$ cat src/rtl/ulu_pkg.sv
package ulu_pkg;

  typedef enum logic [1:0] {
    ST_IDLE   = 2'd0,
    ST_FIRST  = 2'd1,
    ST_SECOND = 2'd2
  } uluState_e;

  // strobes from control to datapath
  typedef struct packed {
    logic captureReq;   // latch offset and lane of the accepted request
    logic issueRead;    // a bank read goes out this cycle
    logic selNext;      // drive the saved offset plus one
    logic holdFirst;    // keep the first-beat lanes
    logic loadAligned;  // response from a single beat
    logic loadMerged;   // response from held lanes plus current lanes
  } uluStrobe_t;

endpackage

$ cat src/rtl/ulu_ctrl.sv
module ulu_ctrl
  import ulu_pkg::*;
(
  input  logic       clk,
  input  logic       rstN,
  input  logic       reqValid,
  input  logic       savedAligned,
  output logic       reqReady,
  output logic       rspValid,
  output logic       memRead,
  output uluStrobe_t strobe
);

  uluState_e state, stateNext;

  always_comb begin
    stateNext = state;
    strobe    = '0;
    reqReady  = 1'b0;
    unique case (state)
      ST_IDLE: begin
        reqReady = 1'b1;
        if (reqValid) begin
          strobe.captureReq = 1'b1;
          strobe.issueRead  = 1'b1;
          stateNext         = ST_FIRST;
        end
      end
      ST_FIRST: begin
        if (savedAligned) begin
          strobe.loadAligned = 1'b1;
          stateNext          = ST_IDLE;
        end else begin
          strobe.issueRead = 1'b1;
          strobe.selNext   = 1'b1;
          strobe.holdFirst = 1'b1;
          stateNext        = ST_SECOND;
        end
      end
      ST_SECOND: begin
        strobe.loadMerged = 1'b1;
        stateNext         = ST_IDLE;
      end
      default: stateNext = ST_IDLE;
    endcase
  end

  always_ff @(posedge clk) begin
    if (!rstN) begin
      state    <= ST_IDLE;
      rspValid <= 1'b0;
    end else begin
      state    <= stateNext;
      rspValid <= strobe.loadAligned | strobe.loadMerged;
    end
  end

  assign memRead = strobe.issueRead;

endmodule

$ cat src/rtl/ulu_lane_rotator.sv
module ulu_lane_rotator #(
  parameter int LANE_COUNT = 4,
  parameter int LANE_W     = 8,
  localparam int SEL_W     = $clog2(LANE_COUNT),
  localparam int WORD_W    = LANE_COUNT * LANE_W
) (
  input  logic [WORD_W-1:0] wordIn,
  input  logic [SEL_W-1:0]  amount,
  output logic [WORD_W-1:0] wordOut
);

  // result lane i takes input lane (i + amount) mod LANE_COUNT
  for (genvar i = 0; i < LANE_COUNT; i++) begin : g_lane
    logic [SEL_W-1:0] srcIdx;
    assign srcIdx = SEL_W'(i) + amount;
    always_comb begin
      wordOut[i*LANE_W +: LANE_W] = '0;
      for (int s = 0; s < LANE_COUNT; s++) begin
        if (srcIdx == SEL_W'(s)) wordOut[i*LANE_W +: LANE_W] = wordIn[s*LANE_W +: LANE_W];
      end
    end
  end

endmodule

$ cat src/rtl/ulu_datapath.sv
module ulu_datapath
  import ulu_pkg::*;
#(
  parameter int OFFSET_W   = 4,
  parameter int LANE_COUNT = 4,
  parameter int LANE_W     = 8,
  localparam int SEL_W     = $clog2(LANE_COUNT),
  localparam int ADDR_W    = OFFSET_W + SEL_W,
  localparam int WORD_W    = LANE_COUNT * LANE_W
) (
  input  logic              clk,
  input  logic              rstN,
  input  uluStrobe_t        strobe,
  input  logic [ADDR_W-1:0] reqAddr,
  input  logic [WORD_W-1:0] memRdata,
  output logic [OFFSET_W-1:0] memOffset,
  output logic              savedAligned,
  output logic [WORD_W-1:0] rspData
);

  logic [OFFSET_W-1:0] savedOffset;
  logic [SEL_W-1:0]    savedLane;
  logic [WORD_W-1:0]   holdWord;
  logic [WORD_W-1:0]   mergedWord;
  logic [WORD_W-1:0]   rotatedWord;

  always_ff @(posedge clk) begin
    if (!rstN) begin
      savedOffset <= '0;
      savedLane   <= '0;
      holdWord    <= '0;
      rspData     <= '0;
    end else begin
      if (strobe.captureReq) begin
        savedOffset <= reqAddr[ADDR_W-1:SEL_W];
        savedLane   <= reqAddr[SEL_W-1:0];
      end
      if (strobe.holdFirst) holdWord <= memRdata;
      if (strobe.loadAligned || strobe.loadMerged) rspData <= rotatedWord;
    end
  end

  // offset N on the first beat, N+1 (wrapping) on the second
  assign memOffset    = strobe.selNext ? savedOffset + OFFSET_W'(1) : reqAddr[ADDR_W-1:SEL_W];
  assign savedAligned = (savedLane == '0);

  // lanes at or above the misalignment come from the held first beat
  for (genvar j = 0; j < LANE_COUNT; j++) begin : g_merge
    logic fromHold;
    assign fromHold = strobe.loadMerged && (SEL_W'(j) >= savedLane);
    assign mergedWord[j*LANE_W +: LANE_W] =
      fromHold ? holdWord[j*LANE_W +: LANE_W] : memRdata[j*LANE_W +: LANE_W];
  end

  ulu_lane_rotator #(
    .LANE_COUNT(LANE_COUNT),
    .LANE_W    (LANE_W)
  ) u_rot (
    .wordIn (mergedWord),
    .amount (savedLane),
    .wordOut(rotatedWord)
  );

endmodule

$ cat src/rtl/unaligned_load_unit.sv
module unaligned_load_unit
  import ulu_pkg::*;
#(
  parameter int OFFSET_W = 4,
  localparam int LANE_COUNT = 4,
  localparam int LANE_W     = 8,
  localparam int SEL_W      = $clog2(LANE_COUNT),
  localparam int ADDR_W     = OFFSET_W + SEL_W,
  localparam int WORD_W     = LANE_COUNT * LANE_W
) (
  input  logic                clk,
  input  logic                rstN,
  input  logic                reqValid,
  output logic                reqReady,
  input  logic [ADDR_W-1:0]   reqAddr,
  output logic                rspValid,
  output logic [WORD_W-1:0]   rspData,
  output logic                memRead,
  output logic [OFFSET_W-1:0] memOffset,
  input  logic [WORD_W-1:0]   memRdata
);

  uluStrobe_t strobe;
  logic       savedAligned;

  ulu_ctrl u_ctrl (
    .clk         (clk),
    .rstN        (rstN),
    .reqValid    (reqValid),
    .savedAligned(savedAligned),
    .reqReady    (reqReady),
    .rspValid    (rspValid),
    .memRead     (memRead),
    .strobe      (strobe)
  );

  ulu_datapath #(
    .OFFSET_W  (OFFSET_W),
    .LANE_COUNT(LANE_COUNT),
    .LANE_W    (LANE_W)
  ) u_dp (
    .clk         (clk),
    .rstN        (rstN),
    .strobe      (strobe),
    .reqAddr     (reqAddr),
    .memRdata    (memRdata),
    .memOffset   (memOffset),
    .savedAligned(savedAligned),
    .rspData     (rspData)
  );

endmodule

$ cat config.mk
export PLATFORM = sky130hd
export DESIGN_NAME = unaligned_load_unit
export DESIGN_NICKNAME = d
export VERILOG_FILES = /design/src/rtl/ulu_pkg.sv /design/src/rtl/ulu_ctrl.sv /design/src/rtl/ulu_lane_rotator.sv /design/src/rtl/ulu_datapath.sv /design/src/rtl/unaligned_load_unit.sv
export SDC_FILE = /design/constraint.sdc
export NUM_CORES = 1
export LEC_CHECK = 0
export CAP_MARGIN = 20
export CORE_MARGIN = 2
export CORE_UTILIZATION = 60
export CTS_CLUSTER_SIZE = 30
export DETAILED_ROUTE_END_ITERATION = 10
export DONT_BUFFER_PORTS = 1
export PLACE_DENSITY = 0.74
export SLEW_MARGIN = 20
export SYNTH_ARGS = -nofsm -noshare
export SYNTH_HDL_FRONTEND = slang
export SYNTH_SLANG_ARGS = --single-unit
$ cat constraint.sdc
create_clock -name clk -period 4.4 [get_ports clk]
set_input_delay 0 -clock clk [delete_from_list [all_inputs] [get_ports clk]]
set_output_delay 0 -clock clk [all_outputs]
set_load 0.01 [all_outputs]
==> results.toml <==
[placement]
dpl-instance-area_sq_um = 3750
finalWeightedCongestion = 0.903
buffer_ports.inserted = 0
dp_worst_setup_slack_ns = 1.75
place.detailed.hpwl_mm = 6.97

[global_routing]
gr-usage-all-layers = 0.315
overflow = 0
grt_start_max_net_pins = 52
grt_antenna_before_repair = 0
grt_first_pass_wirelength_mm = 17.7
first_global_vias = 3338

[sta]
timing.clock.skew_ns = 0.0126
finalCriticalPeriod_ns = 3.08
worst_slew_margin_rel = 0.320
report.final.slew_viol_count = 0
setup_viol_count_final = 0
final.period_utilization = 0.701
worst_margin_slew_ns = 1.02
fin_worst_hold_slack_ns = -0.00138
final_total_negative_setup_slack_ns = 0
hold_violations = 1
fmax_mhz = 324
layout_setup_ws_ns = 1.32
grt_setup_unrepaired = "no"

[worst_setup_path]
reg2reg_path_depth = 5
rr_startpoint = "u_dp.savedLane[1]"
crit_path_cell_trace = "or2_2 -> nand2_1 -> buf_4 -> o21ai_0"
critPathSlowestCell = "dfxtp_2"
cp-end-kind = "primary output"
setup.worst_path.start_class = "flop"
critPathKind = "reg -> out"
regToRegSetupSlack_ns = 1.48
critical_path.reg2reg.endpoint = "u_dp.holdWord[4]"
critPathMaxStageDelay_ns = 1.01
critical_path_required_ns = 4.40
crit_path_max_fanout = 51
worst-endpoint-arrival_ns = 3.08

[clock_network]
postCtsSetupRepairBufs = 0
clkSinkCount = 73
number_of_clock_buffers_inserted_by_tritoncts = 9
htree_num_levels = 3
cts_hold_buffers = 42
clock_path_buffers = 2
cts-resized-gates = 0
clock_tree_from_tritoncts = "done"
clkLatencyLatePin_ns = 0.36
worst_setup_hold_path_clk_slew_ns = 0.08
root_buffer = "clkbuf_8"

[logic_synthesis]
postSynthRegisterBits = 73
syn_area_per_cell_sq_um = 8.47
postSynthNetCount = 494
mappedNetlistArea_sq_um = 3830
synth_enable_flop_cells = 0
netlist-cell-type-count = 48
synth_async_sr_flop_share = 0
yosysWarningCount = 0
synth_seq_area_share = 0.382
synth_ff_type = "dfxtp_1"
syn-instance-count = 452

[floorplan]
fp.dieArea_sq_um = 7040
ios = 80
chipHeight_microns = 83.9
initial_core_util = 0.610
fp.dieW_microns = 83.9
core_area_sq_um = 6280
num_rows = 29

[power]
power.density_nw_per_um2 = 362
p_leak_nw = 1.73
vdd.ir_drop.worst_uv = 348

[cells_and_area]
stdcell_area_sq_um = 4410
area_delta_synth_final_pct = 15.0
diodes = 0
nNetsFinal = 511
post_route_cells_drive_above_1_share = 0.0867
layout.core_utilization = 0.702
num-fill-cells = 511

[outcome]
violations_in_the_final_reports = "hold timing"
run_status = "finished with violations"

[drt]
viasPerCell = 6.58
drcViolationCount = 0
routed_length_on_met3_mm = 1.16
drt_pass1_iterations = 9
wirelength_met1_mm = 4.83
dr_total_vias = 3621
drt-wirelength-per-cell_microns = 19.9
initialDrtViolationCount = 585
routed_wl_mm = 10.9
dr.max_layer_used = "met4"
dr_wl_met2_mm = 4.71
drt.antenna.violating_nets = 0

[hold_path]
worst_hold_startpoint = "memRdata[25]"
hold_path.class = "in -> reg"
holdPathEnd = "u_dp.rspData[17]"
hold-path-cell-count = 3

[job]
max_cap_violations = 0
[routing by layer]
| layer | vias up | GRT usage |
|---|---|---|
| li1 | 1690 | - |
| met1 | 1679 | 0.469 |
| met2 | 225 | 0.447 |
| met3 | 27 | 0.0663 |
| met4 | 0 | 0.117 |
| met5 | - | 0 |
[cell type report]
type / instances / area, sq um / share of cell area
inverter: 2 / 7.51 / 0.00170
clock inverter: 6 / 108 / 0.0244
clock buffer: 9 / 124 / 0.0281
timing repair buffer: 46 / 450 / 0.102
multi-input combinational: 337 / 2160 / 0.490
sequential: 73 / 1460 / 0.332
tap: 77 / 96.3 / 0.0219
[synth_stat cells, types with 2 or more instances]
cell type | number | share of area
nor3_1 | 4 | 0.0052
o21a_1 | 2 | 0.0039
and2_1 | 2 | 0.0033
buf_6 | 5 | 0.015
nand3_1 | 3 | 0.0039
nor2b_1 | 5 | 0.0082
mux4_2 | 2 | 0.012
o221a_2 | 9 | 0.026
o21ai_0 | 10 | 0.013
buf_1 | 5 | 0.0049
nor2_1 | 9 | 0.0088
o2bb2ai_1 | 2 | 0.0046
o22a_1 | 2 | 0.0046
a221oi_1 | 4 | 0.0091
a32o_1 | 13 | 0.034
nand2b_1 | 5 | 0.0082
a21oi_1 | 56 | 0.073
a22o_1 | 9 | 0.021
mux2_4 | 2 | 0.0078
a211oi_1 | 3 | 0.0059
dfxtp_1 | 73 | 0.38
clkbuf_1 | 19 | 0.019
o22ai_1 | 16 | 0.026
mux2i_1 | 38 | 0.099
and3b_1 | 3 | 0.0069
o32ai_1 | 2 | 0.0046
buf_2 | 10 | 0.013
a32oi_1 | 3 | 0.0069
o211ai_1 | 3 | 0.0059
nand2_1 | 108 | 0.11
o221ai_1 | 8 | 0.018
[placed cells by master, fill, tap and decap left out, types with 2 or more instances in the layout]
| cell type | count |
|---|---|
| nand2_1 | 108 |
| dfxtp_1 | 72 |
| a21oi_1 | 56 |
| dlygate4sd3_1 | 42 |
| mux2i_1 | 38 |
| o22ai_1 | 16 |
| a32o_1 | 13 |
| o21ai_0 | 10 |
| nor2_1 | 9 |
| o221a_2 | 9 |
| a22o_1 | 9 |
| clkbuf_8 | 9 |
| o221ai_1 | 8 |
| nor2b_1 | 5 |
| nand2b_1 | 5 |
| nor3_1 | 4 |
| a221oi_1 | 4 |
| buf_4 | 4 |
| nand3_1 | 3 |
| and3b_1 | 3 |
| a211oi_1 | 3 |
| a32oi_1 | 3 |
| o211ai_1 | 3 |
| bufinv_16 | 3 |
| and2_1 | 2 |
| mux2_4 | 2 |
| o2bb2ai_1 | 2 |
| o21a_1 | 2 |
| o32ai_1 | 2 |
| o22a_1 | 2 |
| mux4_2 | 2 |
| clkinv_2 | 2 |
[flip-flops by register name, summed over array words and instances, names as in the netlist]
signal            count
u_ctrl.state          2
u_dp.holdWord        32
u_dp.rspData         32
u_ctrl.rspValid       1
u_dp.savedLane        2
u_dp.savedOffset      4
[critical path: cells and delay by family, from the launching register on]
kind | cells | cell delay, ns
simple gates | 2 | 0.95
compound gates | 1 | 0.37
buf+inv | 1 | 0.38
flops | 1 | 1.01
[kinds of logic (layout without fill, tap and decap cells)]
| logic type | count (synthesis) | after routing | share of synthesized area |
|---|---|---|---|
| xor+xnor | 2 | 2 | 0.00457 |
| buf+inv | 42 | 63 | 0.0552 |
| fa+ha+maj | 1 | 1 | 0.00327 |
| compound gates | 146 | 146 | 0.268 |
| mux | 42 | 42 | 0.119 |
| simple gates | 146 | 146 | 0.169 |
| flops | 73 | 73 | 0.382 |
[power by group]
| part | internal, mW | switching [mW] | leakage [nW] | total [mW] |
|---|---|---|---|---|
| registers | 0.693 | 0.0418 | 0.594 | 0.735 |
| clock network | 0.371 | 0.261 | 0.115 | 0.632 |
| logic | 0.103 | 0.124 | 1.02 | 0.228 |
[worst max path at each step]
| stage | slack (ns) | from | depth (start not counted) | to |
|---|---|---|---|---|
| 2_1_floorplan | 2.70 | u_ctrl.state[0] | 6 | u_dp.rspData[27] |
| 3_3_place_gp | 1.81 | u_dp.savedLane[1] | 4 | memOffset[2] |
| 3_5_place_dp | 1.75 | u_dp.savedLane[1] | 5 | u_dp.holdWord[7] |
| 4_1_cts | 1.38 | u_dp.savedLane[1] | 4 | memOffset[2] |
| 5_1_grt | 1.13 | u_dp.savedLane[1] | 4 | memOffset[0] |
| 6_report | 1.32 | u_dp.savedLane[1] | 4 | memOffset[0] |
[through the flow]
step / std cells / hold slack (ns) / total power [mW]
2_1_floorplan: 452 / 0.115 / 0.901
5_1_grt: 550 / 0.0211 / 1.64
3_3_place_gp: 493 / 0.122 / 0.932
3_5_place_dp: 493 / 0.122 / 0.938
4_1_cts: 550 / 0.000316 / 1.59
6_report: 550 / -0.00138 / 1.60
No activity file was read; power rests on OpenSTA's default activity.
